<file path="src/rtl/irq_pkg.sv">
package irq_pkg;
  localparam int LVL_W   = 4;
  localparam int NSRC    = 12;
  localparam int NFLD    = 5;
  localparam int FLD_W   = $clog2(NFLD);
  localparam int REG_W   = 16;

  typedef enum logic [FLD_W-1:0] {
    F_DIV = 3'd0,
    F_DMA = 3'd1,
    F_WDT = 3'd2,
    F_SCI = 3'd3,
    F_FRT = 3'd4
  } fld_e;

  typedef logic [NFLD-1:0][LVL_W-1:0] prio_vec_t;

  // Source index -> priority field; index order is also the tie order.
  function automatic fld_e src_field(input int idx);
    fld_e f;
    if (idx == 0)      f = F_DIV;
    else if (idx <= 2) f = F_DMA;
    else if (idx <= 4) f = F_WDT;
    else if (idx <= 8) f = F_SCI;
    else               f = F_FRT;
    return f;
  endfunction
endpackage

</file>
<file path="src/rtl/irq_prio_regs.sv">
module irq_prio_regs
  import irq_pkg::*;
(
  input  logic             clk,
  input  logic             rst_n,
  input  logic             reg_sel,
  input  logic             reg_we,
  input  logic [REG_W-1:0] reg_wdata,
  output logic [REG_W-1:0] reg_rdata,
  output prio_vec_t        prio_o
);
  prio_vec_t prio_q;
  prio_vec_t prio_d;
  logic      wr_a;
  logic      wr_b;

  assign wr_a = reg_we && !reg_sel;
  assign wr_b = reg_we &&  reg_sel;

  always_comb begin
    prio_d = prio_q;
    if (wr_a) begin
      prio_d[F_DIV] = reg_wdata[15:12];
      prio_d[F_DMA] = reg_wdata[11:8];
      prio_d[F_WDT] = reg_wdata[7:4];
    end
    if (wr_b) begin
      prio_d[F_SCI] = reg_wdata[15:12];
      prio_d[F_FRT] = reg_wdata[11:8];
    end
  end

  always_ff @(posedge clk or negedge rst_n) begin
    if (!rst_n)
      prio_q <= '0;
    else if (reg_we)
      prio_q <= prio_d;
  end

  always_comb begin
    if (reg_sel)
      reg_rdata = {prio_q[F_SCI], prio_q[F_FRT], 8'h00};
    else
      reg_rdata = {prio_q[F_DIV], prio_q[F_DMA], prio_q[F_WDT], 4'h0};
  end

  assign prio_o = prio_q;
endmodule

</file>
<file path="src/rtl/irq_ext_filter.sv">
module irq_ext_filter
  import irq_pkg::*;
(
  input  logic             clk,
  input  logic             rst_n,
  input  logic [LVL_W-1:0] ext_code,
  output logic [LVL_W-1:0] ext_lvl
);
  logic [LVL_W-1:0] samp1_q;
  logic [LVL_W-1:0] samp2_q;

  always_ff @(posedge clk or negedge rst_n) begin
    if (!rst_n) begin
      samp1_q <= '0;
      samp2_q <= '0;
    end else begin
      samp1_q <= ext_code;
      samp2_q <= samp1_q;
    end
  end

  assign ext_lvl = (samp1_q == samp2_q) ? samp1_q : '0;

  // a code is passed only if the input held it on the two prior edges
  a_r4_two_samples: assert property (@(posedge clk) disable iff (!rst_n)
    (ext_lvl != '0) |-> ($past(ext_code, 1) == ext_lvl && $past(ext_code, 2) == ext_lvl));
endmodule

</file>
<file path="src/rtl/irq_arbiter.sv">
module irq_arbiter
  import irq_pkg::*;
#(
  parameter int VEC_W        = 8,
  parameter int EXT_VEC_BASE = 64,
  parameter int PER_VEC_BASE = 80
) (
  input  logic [LVL_W-1:0] ext_lvl,
  input  logic [NSRC-1:0]  per_req,
  input  prio_vec_t        prio,
  input  logic [LVL_W-1:0] mask_lvl,
  output logic             win_valid,
  output logic [LVL_W-1:0] win_level,
  output logic [VEC_W-1:0] win_vector
);
  logic [NSRC-1:0][LVL_W-1:0] src_lvl;

  generate
    for (genvar g = 0; g < NSRC; g++) begin : g_src
      localparam fld_e FLD = src_field(g);
      assign src_lvl[g] = per_req[g] ? prio[FLD] : '0;
    end
  endgenerate

  // External first, then ascending index; strict compare keeps the earlier on ties.
  always_comb begin
    win_level  = ext_lvl;
    win_vector = VEC_W'(EXT_VEC_BASE) + VEC_W'(ext_lvl);
    for (int i = 0; i < NSRC; i++) begin
      if (src_lvl[i] > win_level) begin
        win_level  = src_lvl[i];
        win_vector = VEC_W'(PER_VEC_BASE + i);
      end
    end
    win_valid = (win_level > mask_lvl);
  end
endmodule

</file>
<file path="src/rtl/prio_irq_ctrl.sv">
module prio_irq_ctrl
  import irq_pkg::*;
#(
  parameter int VEC_W        = 8,
  parameter int EXT_VEC_BASE = 64,
  parameter int PER_VEC_BASE = 80
) (
  input  logic             clk,
  input  logic             rst_n,
  input  logic [3:0]       ext_code,
  input  logic [11:0]      per_req,
  input  logic [3:0]       mask_lvl,
  input  logic             reg_sel,
  input  logic             reg_we,
  input  logic [15:0]      reg_wdata,
  output logic [15:0]      reg_rdata,
  input  logic             irq_ack,
  output logic             irq_valid,
  output logic [3:0]       irq_level,
  output logic [VEC_W-1:0] irq_vector
);
  logic             rs1_q;
  logic             rs2_q;
  logic             irst_n;
  prio_vec_t        prio;
  logic [LVL_W-1:0] ext_lvl;
  logic             win_valid;
  logic [LVL_W-1:0] win_level;
  logic [VEC_W-1:0] win_vector;

  logic             valid_q, valid_d;
  logic [LVL_W-1:0] level_q, level_d;
  logic [VEC_W-1:0] vec_q,   vec_d;
  logic             load;
  logic             clear;
  logic             acc_en;

  // Asynchronous assert, synchronous release
  always_ff @(posedge clk or negedge rst_n) begin
    if (!rst_n) begin
      rs1_q <= 1'b0;
      rs2_q <= 1'b0;
    end else begin
      rs1_q <= 1'b1;
      rs2_q <= rs1_q;
    end
  end
  assign irst_n = rs2_q;

  irq_prio_regs u_regs (
    .clk       (clk),
    .rst_n     (irst_n),
    .reg_sel   (reg_sel),
    .reg_we    (reg_we),
    .reg_wdata (reg_wdata),
    .reg_rdata (reg_rdata),
    .prio_o    (prio)
  );

  irq_ext_filter u_filt (
    .clk      (clk),
    .rst_n    (irst_n),
    .ext_code (ext_code),
    .ext_lvl  (ext_lvl)
  );

  irq_arbiter #(
    .VEC_W        (VEC_W),
    .EXT_VEC_BASE (EXT_VEC_BASE),
    .PER_VEC_BASE (PER_VEC_BASE)
  ) u_arb (
    .ext_lvl    (ext_lvl),
    .per_req    (per_req),
    .prio       (prio),
    .mask_lvl   (mask_lvl),
    .win_valid  (win_valid),
    .win_level  (win_level),
    .win_vector (win_vector)
  );

  // Accept register: load when idle, clear on acknowledge
  assign load   = !valid_q && win_valid;
  assign clear  =  valid_q && irq_ack;
  assign acc_en = load || clear;

  always_comb begin
    valid_d = valid_q;
    level_d = level_q;
    vec_d   = vec_q;
    if (load) begin
      valid_d = 1'b1;
      level_d = win_level;
      vec_d   = win_vector;
    end else if (clear) begin
      valid_d = 1'b0;
    end
  end

  always_ff @(posedge clk or negedge irst_n) begin
    if (!irst_n) begin
      valid_q <= 1'b0;
      level_q <= '0;
      vec_q   <= '0;
    end else if (acc_en) begin
      valid_q <= valid_d;
      level_q <= level_d;
      vec_q   <= vec_d;
    end
  end

  assign irq_valid  = valid_q;
  assign irq_level  = level_q;
  assign irq_vector = vec_q;

  // presented interrupt is frozen until acknowledged
  a_r9_hold_until_ack: assert property (@(posedge clk) disable iff (!irst_n)
    (irq_valid && !irq_ack) |=> (irq_valid && $stable(irq_level) && $stable(irq_vector)));

  // acknowledge drops the valid flag
  a_r9_clear_on_ack: assert property (@(posedge clk) disable iff (!irst_n)
    (irq_valid && irq_ack) |=> !irq_valid);

  // a fresh accept lies strictly above the mask seen on that edge
  a_r6_above_mask: assert property (@(posedge clk) disable iff (!irst_n)
    $rose(irq_valid) |-> (irq_level > $past(mask_lvl)));

  // an accepted level is never zero
  a_r10_nonzero_level: assert property (@(posedge clk) disable iff (!irst_n)
    irq_valid |-> (irq_level != '0));
endmodule

</file>
<file path="config.mk">
export PLATFORM = sky130hd
export DESIGN_NAME = prio_irq_ctrl
export DESIGN_NICKNAME = d
export VERILOG_FILES = /design/src/rtl/irq_pkg.sv /design/src/rtl/irq_prio_regs.sv /design/src/rtl/irq_ext_filter.sv /design/src/rtl/irq_arbiter.sv /design/src/rtl/prio_irq_ctrl.sv
export SDC_FILE = /design/constraint.sdc
export NUM_CORES = 1
export LEC_CHECK = 0
export BUFFER_PORTS_ARGS = -buffer_cell sky130_fd_sc_hd__buf_2
export CAP_MARGIN = 20
export CORE_ASPECT_RATIO = 1.75
export CORE_UTILIZATION = 35
export CTS_CLUSTER_SIZE = 12
export DETAILED_ROUTE_END_ITERATION = 8
export PLACE_DENSITY = 0.62
export SYNTH_ARGS = -nofsm -noshare
export SYNTH_HDL_FRONTEND = slang
export SYNTH_HIERARCHICAL = 1
export SYNTH_SLANG_ARGS = --single-unit
</file>
<file path="constraint.sdc">
create_clock -name clk -period 3.8 [get_ports clk]
set_input_delay 0.19 -clock clk [delete_from_list [all_inputs] [get_ports clk]]
set_output_delay 0.19 -clock clk [all_outputs]
set_load 0.005 [all_outputs]
</file>
==> metrics.yaml, run 1 <==
outcome:
  status: "finished, violations left"
  violations: "negative setup slack"
logic_synthesis:
  synth_top_area_cell: "dfrtp_1"
  synth.most_common_cell: "nand2_1"
  ys_seq_elements: 43
  ys_top_cells_by_area: "dfrtp_1 22%, ha_1 7.7%, mux2_4 6.8%, mux2_2 5.5%, nand2_1 5.2%"
  netlist_instances: 567
  ys_seq_area_share_pct: 22.10
  synth_common_cells: "67 x nand2_1, 43 x dfrtp_1, 34 x nor2_1"
  ys_types: 86
  synth-edff-count: 0
  yosysWarnings: 6
  yosys_most_used_dff: "dfrtp_1"
  syn_area_um2: 4870
  syn_area_per_cell_um2: 8.588
  synth_top_area_share_pct: 22.10
  synth-async-reset-ratio_pct: 100.0
die:
  num_rows: 56
  io_pins: 70
  start_util_pct: 36.01
  die_y_um: 158.0
  fp.dieW_um: 91.17
  die_area_um2: 14410
  coreArea_um2: 13520
cells_and_area:
  diodes: 0
  multi_input_area_um2: 4219
  n_fill_cell: 1093
  drive_gt1_share_pct: 56.33
  nets: 970
  seqCellArea_um2: 1077
  area_growth_pct: 69.12
detailed_routing:
  wire_per_inst_um: 17.20
  drc: 0
  viasPerCell: 5.432
  ant_nets: 0
  dr_total_vias: 5834
  first_pass_iters: 4
  drt_wl_total_um: 18480
  drt-initial-drc-count: 244
worst_setup_path:
  max_stage_delay_ns: 0.42
  crit_top_cell: "buf_4"
  slowest_stage: "a2111oi_4"
  cp-start-kind: "flip-flop"
  cp.arrival_ns: 19.31
  path_class: "flip-flop to flip-flop"
  cp_max_fo: 6
  worstSetupEndpointType: "flip-flop"
  worst_ep_required_time_ns: 3.97
  crit_family: "compound AO/OA/AOI/OAI gates"
  cp_num_buf_inv: 17
grt:
  overflow: 0
  grt_usage_pct: 25.34
  grt_pass1_vias: 6254
  grt_max_degree: 42
  grt_pass1_wl_um: 29240
  antenna_found_initial: 0
sta:
  max_clock_freq_mhz: 52.24
  period_needed_ns: 19.14
  setup_viol: 13
  worst_slew_pin_slew_ns: 0.9805
  whs_ns: 0.005986
  min_period_over_period_pct: 503.8
  finalMaxSlewViolations: 0
  fin_ws_ns: -15.34
  rsz0062_at_grt: "yes"
  finClkSkew_ns: 0.004108
  finalHoldViolCount: 0
  relSlewSlack_pct: 34.34
placed_design:
  hpwl_um: 14040
  gp_congestion: 0.9027
  io_buffers: 61
hold_path:
  hold_class: "input pin to flip-flop"
clock_tree:
  clkTransAtPathRegs_ns: 0.06
  numCtsBuffers: 5
  clkLatencyLatePin_ns: 0.29
  cts_tree: "yes"
  cts.sinks: 43
  htree_levels: 2
  clock-root-buffer: "clkbuf_16"
  cts_max_path_buffers: 2
job:
  cap_violations: 0
-- sequential cells by signal (all words and copies together), names as in the netlist --
| signal | flops |
|---|---|
| irq_level | 4 |
| irq_vector | 8 |
| u_filt/samp2_q | 4 |
| u_regs/prio_o | 20 |
| irq_valid | 1 |
| irst_n | 1 |
| u_filt/samp1_q | 4 |
| rs1_q | 1 |
-- cells by family (layout without fill, tap and decap cells) --
| family | after synthesis | after routing | synth area share, % |
|---|---|---|---|
| adder cells (fa/ha/maj) | 33 | 33 | 8.325 |
| AO/OA/AOI/OAI | 157 | 157 | 23.87 |
| multiplexers | 60 | 60 | 15.47 |
| buffers and inverters | 43 | 372 | 4.650 |
| flip-flops | 43 | 43 | 22.10 |
| AND/OR/NAND/NOR | 219 | 219 | 23.84 |
| XOR/XNOR | 8 | 8 | 1.439 |
| other | 4 | 8 | 0.3082 |
-- layer usage --
layer  share of wire (%)  global-route usage (%)
met4                 5.3                   13.76
met3                 3.2                   2.738
met2                  56                   51.98
met5                   0                       0
met1                  36                   24.01
-- repair_timing --
action,4_1_cts,5_1_grt
setup endpoints to repair,13,13
gates cloned,1,0
resized for setup,37,38
pin swaps,39,56
hold buffers,1,1
endpoints found under the hold margin,2,1
buffers inserted,32,15
-- worst paths after layout --
check,start,end,slack (ns),depth (start not counted)
max reg2reg,u_filt/samp1_q[0]$_DFF_PN0_,irq_level[1]$_DFFE_PN0P_,-15.34,103
min in group asynchronous,rst_n,irst_n$_DFF_PN0_,0.22,2
max in group asynchronous,irst_n$_DFF_PN0_,u_regs/prio_o[19]$_DFFE_PN0P_,2.80,0
min reg2reg,rs1_q$_DFF_PN0_,irst_n$_DFF_PN0_,0.35,0
min,ext_code[1],u_filt/samp1_q[1]$_DFF_PN0_,0.006,1
max,u_filt/samp1_q[0]$_DFF_PN0_,irq_level[1]$_DFFE_PN0P_,-15.34,103
-- worst reg2reg max path: cells and delay by family (launching register included) --
family / cells / cell delay (ns)
XOR/XNOR: 1 / 0.21
flip-flops: 1 / 0.41
AND/OR/NAND/NOR: 29 / 4.83
adder cells (fa/ha/maj): 13 / 3.51
AO/OA/AOI/OAI: 34 / 5.94
buffers and inverters: 17 / 2.00
multiplexers: 9 / 2.13
-- layout by cell type, fill, tap and decap left out, types with 13 or more instances in the layout --
cell     count
buf_4      275
nand2_1     63
buf_2       61
dfrtp_1     42
and2_1      29
mux2_4      27
nor2_1      26
inv_1       20
mux2_2      19
o21ai_0     17
ha_1        15
ha_4        13
-- area by class of cell --
class | count | share of cell area [%]
Sequential cell | 43 | 13.08
Clock buffer | 6 | 1.565
Inverter | 23 | 1.048
Timing Repair Buffer | 341 | 29.70
Multi-Input combinational cell | 485 | 51.23
Tap cell | 174 | 2.644
Clock inverter | 2 | 0.7293
-- metrics by stage --
step / util [%] / std cells / worst slack [ns] / area, um2 / TNS [ns]
finish: 60.90 / 1074 / -15.34 / 8235 / -198.56
detailed placement: 53.75 / 1016 / -15.81 / 7268 / -204.51
global route: 60.90 / 1074 / -16.12 / 8235 / -208.53
global placement: 53.75 / 1016 / -15.04 / 7268 / -194.50
floorplan: - / 571 / -14.82 / 5159 / -191.75
CTS: 58.47 / 1058 / -15.09 / 7906 / -195.22
Power of run 1 is left out: the tool's default activity adds up to more than one toggle a clock period on the data nets, which glitch-free logic cannot reach.
==> run 2, diff against run 1 <==
--- a/config.mk
+++ b/config.mk
@@ -11,6 +11,7 @@
 export CORE_UTILIZATION = 35
 export CTS_CLUSTER_SIZE = 12
 export DETAILED_ROUTE_END_ITERATION = 8
+export HOLD_SLACK_MARGIN = 0.12
 export PLACE_DENSITY = 0.62
 export SYNTH_ARGS = -nofsm -noshare
 export SYNTH_HDL_FRONTEND = slang
==> constraint.sdc (replaced) <==
create_clock -name clk -period 23.3 [get_ports clk]
set_input_delay 1.165 -clock clk [delete_from_list [all_inputs] [get_ports clk]]
set_output_delay 1.165 -clock clk [all_outputs]
set_load 0.005 [all_outputs]
==> metrics.yaml, run 2 (same netlist as run 1, synthesis figures left out) <==
worst_setup_path:
  crit_top_cell: "ha_1"
  worstSetupEndpointType: "flip-flop"
  max_stage_delay_ns: 0.46
  cp-start-kind: "input pin"
  worst_ep_required_time_ns: 23.47
  path_class: "input pin to flip-flop"
  cp_max_fo: 8
  cp.arrival_ns: 22.31
  slowest_stage: "or3_1"
sta:
  finalHoldViolCount: 0
  setup_viol: 0
  whs_ns: 0.3480
  worst_slew_pin_slew_ns: 1.008
  finalMaxSlewViolations: 0
  setup_tns_ns: 0
  max_clock_freq_mhz: 45.18
  fin_ws_ns: 1.169
  period_needed_ns: 22.13
  min_period_over_period_pct: 94.98
  relSlewSlack_pct: 32.49
  finClkSkew_ns: 0.004620
die:
  coreArea_um2: 13520
  fp.dieW_um: 91.17
  io_pins: 70
  die_y_um: 158.0
  die_area_um2: 14410
  num_rows: 56
  start_util_pct: 36.01
grt:
  grt_usage_pct: 18.47
  grt_max_degree: 42
  grt_pass1_vias: 4720
  grt_pass1_wl_um: 21560
  antenna_found_initial: 0
  overflow: 0
cells_and_area:
  area_growth_pct: 16.57
  final_common_cell: "nand2_1"
  design_area_um2: 5677
  final_cell_mix: "66 x nand2_1, 61 x buf_2, 42 x dfrtp_1, 33 x nor2_1"
  drive_gt1_share_pct: 26.89
  diodes: 0
  nets: 706
  largest_reg_flops: 20
  n_fill_cell: 1333
job:
  cap_violations: 0
detailed_routing:
  drt-initial-drc-count: 226
  first_pass_iters: 5
  dr_total_vias: 4647
  drc: 0
  ant_nets: 0
  viasPerCell: 5.737
  drt_wl_total_um: 13750
  wire_per_inst_um: 16.98
clock_tree:
  cts.sinks: 43
  htree_levels: 2
  clock-root-buffer: "clkbuf_16"
  numCtsBuffers: 5
  cts_tree: "yes"
  clkTransAtPathRegs_ns: 0.06
  cts_max_path_buffers: 2
  clkLatencyLatePin_ns: 0.29
outcome:
  status: "completed"
placed_design:
  dpl_worst_slack_ns: -0.2273
  dpl_cell_area_um2: 5321
  gp_congestion: 0.8774
  hpwl_um: 10930
  io_buffers: 61
hold_path:
  hold_class: "flip-flop to flip-flop"
run 2: cell count changes in the layout (fill, tap and decap cells not counted), moves of 6 or more:
cell     before  now
nor2_1       26   33
ha_1         15   29
a21oi_1       9   16
o21ai_0      17   27
o21ai_2       7    0
buf_4       275   16
ha_4         13    0
nand3_1       9   15
run 2: worst paths after layout:
check | from | end | slack, ns | cells past startpoint
setup / recovery | per_req[0] | irq_level[0]$_DFFE_PN0P_ | 1.17 | 98
hold / removal | rs1_q$_DFF_PN0_ | irst_n$_DFF_PN0_ | 0.35 | 0
setup reg to reg | u_filt/samp1_q[1]$_DFF_PN0_ | irq_level[0]$_DFFE_PN0P_ | 1.29 | 99
hold reg to reg | rs1_q$_DFF_PN0_ | irst_n$_DFF_PN0_ | 0.35 | 0
max in group asynchronous | irst_n$_DFF_PN0_ | u_regs/prio_o[9]$_DFFE_PN0P_ | 22.34 | 0
min in group asynchronous | irst_n$_DFF_PN0_ | u_filt/samp1_q[0]$_DFF_PN0_ | 0.39 | 0
run 2: final cells by class:
class                      instances  area (um2)  share of cell area [%]
sequential                        43        1077                   18.98
inverter                          23       86.33                   1.521
tap                              174       217.7                   3.835
clock inverter                     3       43.79                  0.7714
multi-input combinational        485        3701                   65.20
clock buffer                       5       125.1                   2.204
timing repair buffer              77       425.4                   7.494
run 2: critical path, delay by kind of cell:
family | cells | cell delay, ns
AO/OA/AOI/OAI | 38 | 7.73
multiplexers | 9 | 2.27
AND/OR/NAND/NOR | 30 | 5.44
adder cells (fa/ha/maj) | 15 | 4.86
buffers and inverters | 6 | 0.73
run 2: per-stage QoR:
| step | utilization (%) | std cells |
|---|---|---|
| finish | 41.98 | 810 |
| global route | 41.98 | 810 |
| CTS | 40.64 | 801 |
| detailed placement | 39.35 | 793 |
| global placement | 39.35 | 793 |
| floorplan | - | 571 |
run 2: what timing repair did:
| item | 4_1_cts | 5_1_grt |
|---|---|---|
| gates resized for setup | 1 | 26 |
| cloned | 0 | 0 |
| endpoints found under the setup margin | 2 | 13 |
| buffers inserted | 0 | 9 |
| hold buffers | 0 | 0 |
| pin swaps | 0 | 3 |
run 2: per-layer routing:
metal  GRT usage (%)  wire [um]  vias to the layer above
met5               0          0                        -
met4           10.28        533                        0
met3           2.450        469                       35
met2           36.94       7494                      141
met1           17.90       5254                     2228
li1                -          -                     2243
Power of run 2 is left out for the same reason.
==> run 3, diff against run 2 <==
--- a/config.mk
+++ b/config.mk
@@ -15,5 +15,4 @@
 export PLACE_DENSITY = 0.62
 export SYNTH_ARGS = -nofsm -noshare
 export SYNTH_HDL_FRONTEND = slang
-export SYNTH_HIERARCHICAL = 1
 export SYNTH_SLANG_ARGS = --single-unit
==> metrics.yaml, run 3 <==
outcome:
  status: "completed"
die:
  die_area_um2: 15580
  coreArea_um2: 14760
  die_y_um: 164.3
  start_util_pct: 35.70
  fp.dieW_um: 94.77
  io_pins: 70
  num_rows: 59
sta:
  setup_tns_ns: 0
  finalMaxSlewViolations: 0
  period_needed_ns: 21.83
  min_period_over_period_pct: 93.71
  setup_viol: 0
  worst_slew_pin_slew_ns: 0.8657
  finClkSkew_ns: 0.006145
  finalHoldViolCount: 0
  max_clock_freq_mhz: 45.80
  relSlewSlack_pct: 42.29
detailed_routing:
  viasPerCell: 5.755
  drt_wl_total_um: 14760
  ant_nets: 0
  first_pass_iters: 4
  drc: 0
  top_layer: "met4"
  wl_met2_um: 7592
  route.met3.wl_um: 485
  dr_total_vias: 5162
  met1Wirelength_um: 6028
  wire_per_inst_um: 16.46
  drt-initial-drc-count: 226
logic_synthesis:
  synth-edff-count: 0
  ys_top_cells_by_area: "dfrtp_1 19%, mux2_2 7.9%, ha_1 7.6%, nand2_1 5.8%, o21ai_0 3.8%"
  ys_seq_elements: 41
  yosysWarnings: 0
  synth_top_area_share_pct: 19.46
  ys_seq_area_share_pct: 19.46
  synth-async-reset-ratio_pct: 100.0
  syn_area_um2: 5271
  netlist_instances: 660
  yosys_most_used_dff: "dfrtp_1"
  syn_area_per_cell_um2: 7.987
  synth_common_cells: "81 x nand2_1, 52 x nor2_1, 41 x dfrtp_1"
  synth.most_common_cell: "nand2_1"
  synth_top_area_cell: "dfrtp_1"
  ys_types: 101
placed_design:
  hpwl_um: 11940
  gp_congestion: 0.9059
  io_buffers: 59
cells_and_area:
  drive_gt1_share_pct: 23.53
  diodes: 0
  fin_util_pct: 40.36
  multi_input_area_um2: 4066
  area_growth_pct: 13.03
  n_fill_cell: 1595
  final_common_cell: "nand2_1"
  nets: 786
  seqCellArea_um2: 1027
  largest_reg_flops: 20
  final_cell_mix: "81 x nand2_1, 59 x buf_2, 52 x nor2_1, 40 x dfrtp_1"
worst_setup_path:
  cp-start-kind: "input pin"
  cp.arrival_ns: 21.99
  max_stage_delay_ns: 0.39
  cp_max_fo: 9
  worst_ep_required_time_ns: 23.46
  path_class: "input pin to flip-flop"
  slowest_stage: "ha_1"
  worstSetupEndpointType: "flip-flop"
  crit_top_cell: "ha_1"
grt:
  grt_pass1_vias: 5152
  grt_max_degree: 40
  antenna_found_initial: 0
  grt_usage_pct: 19.30
  overflow: 0
  grt_pass1_wl_um: 24180
clock_tree:
  clock-root-buffer: "clkbuf_16"
  clkLatencyLatePin_ns: 0.28
  clkTransAtPathRegs_ns: 0.06
  cts_tree: "yes"
  cts_max_path_buffers: 2
  htree_levels: 2
  ctsHoldBuffers: 0
  cts.sinks: 41
  numCtsBuffers: 5
job:
  cap_violations: 0
hold_path:
  hold_class: "flip-flop to flip-flop"
==> run 3: changes by cell type after synthesis, sizes merged, moves of 6 or more <==
cell,before,now
nor3,8,17
mux2,46,38
clkbuf,5,17
mux2i,14,8
o21ai,34,47
nand2,68,82
a21oi,19,35
nor2,34,52
buf,15,9
==> run 3: critical path: cells and delay by family <==
kind,cells,cell delay (ns)
AOI/OAI and AO/OA,47,9.18
buffers and inverters,5,0.74
adders and majority gates,13,4.18
and+or+nand+nor,33,5.45
muxes,4,1.26
==> run 3: repair_timing <==
| item | CTS | global route |
|---|---|---|
| setup endpoints to repair | 0 | 11 |
| resized for setup | 0 | 14 |
| endpoints found under the hold margin | 0 | 0 |
| setup buffers | 0 | 0 |
==> run 3: metal layers <==
metal  global-route usage [%]  vias to the layer above
li1                         -                     2576
met1                    21.80                     2413
met2                    34.92                      132
met3                    2.361                       41
met4                    9.366                        0
met5                        0                        -
==> run 3: per-stage QoR <==
stage          hold slack, ns  instance area, um2  instances  worst slack (ns)
4_1_cts                0.3580                5901        896            0.7387
2_1_floorplan          0.3312                5290        665             2.924
5_1_grt                0.3698                5958        897          -0.03072
3_3_place_gp           0.3396                5729        888            0.6292
3_5_place_dp           0.3385                5729        888            0.5929
6_report               0.3569                5958        897             1.467
==> run 3: worst paths after layout <==
kind                                             startpoint                           end  slack, ns  cells past startpoint
worst max register to register  u_filt.samp1_q[1]$_DFF_PN0_      irq_level[0]$_DFFE_PN0P_       1.59                    105
worst min register to register              rs1_q$_DFF_PN0_              irst_n$_DFF_PN0_       0.36                      0
min in group asynchronous                  irst_n$_DFF_PN0_   u_filt.samp1_q[0]$_DFF_PN0_       0.39                      0
worst min-delay path                        rs1_q$_DFF_PN0_              irst_n$_DFF_PN0_       0.36                      0
max in group asynchronous                  irst_n$_DFF_PN0_  u_regs.prio_o[9]$_DFFE_PN0P_      22.36                      0
worst max-delay path                             per_req[0]      irq_level[0]$_DFFE_PN0P_       1.47                    102
==> run 3: logic make-up after synthesis <==
kind of cell               share of synthesized area (%)
other                                             0.1425
and+or+nand+nor                                    26.04
xor gates and xnor gates                           1.495
adders and majority gates                          7.999
AOI/OAI and AO/OA                                  30.45
buffers and inverters                              4.700
muxes                                              9.708
DFF                                                19.46
==> run 3: layout make-up <==
cell class	instances	share of cell area, %
sequential	41	17.24
multi-input combinational	570	68.25
tap	183	3.843
clock buffer	5	2.100
inverter	27	1.701
timing repair buffer	68	6.090
clock inverter	3	0.7770
Power of run 3 is left out for the same reason.
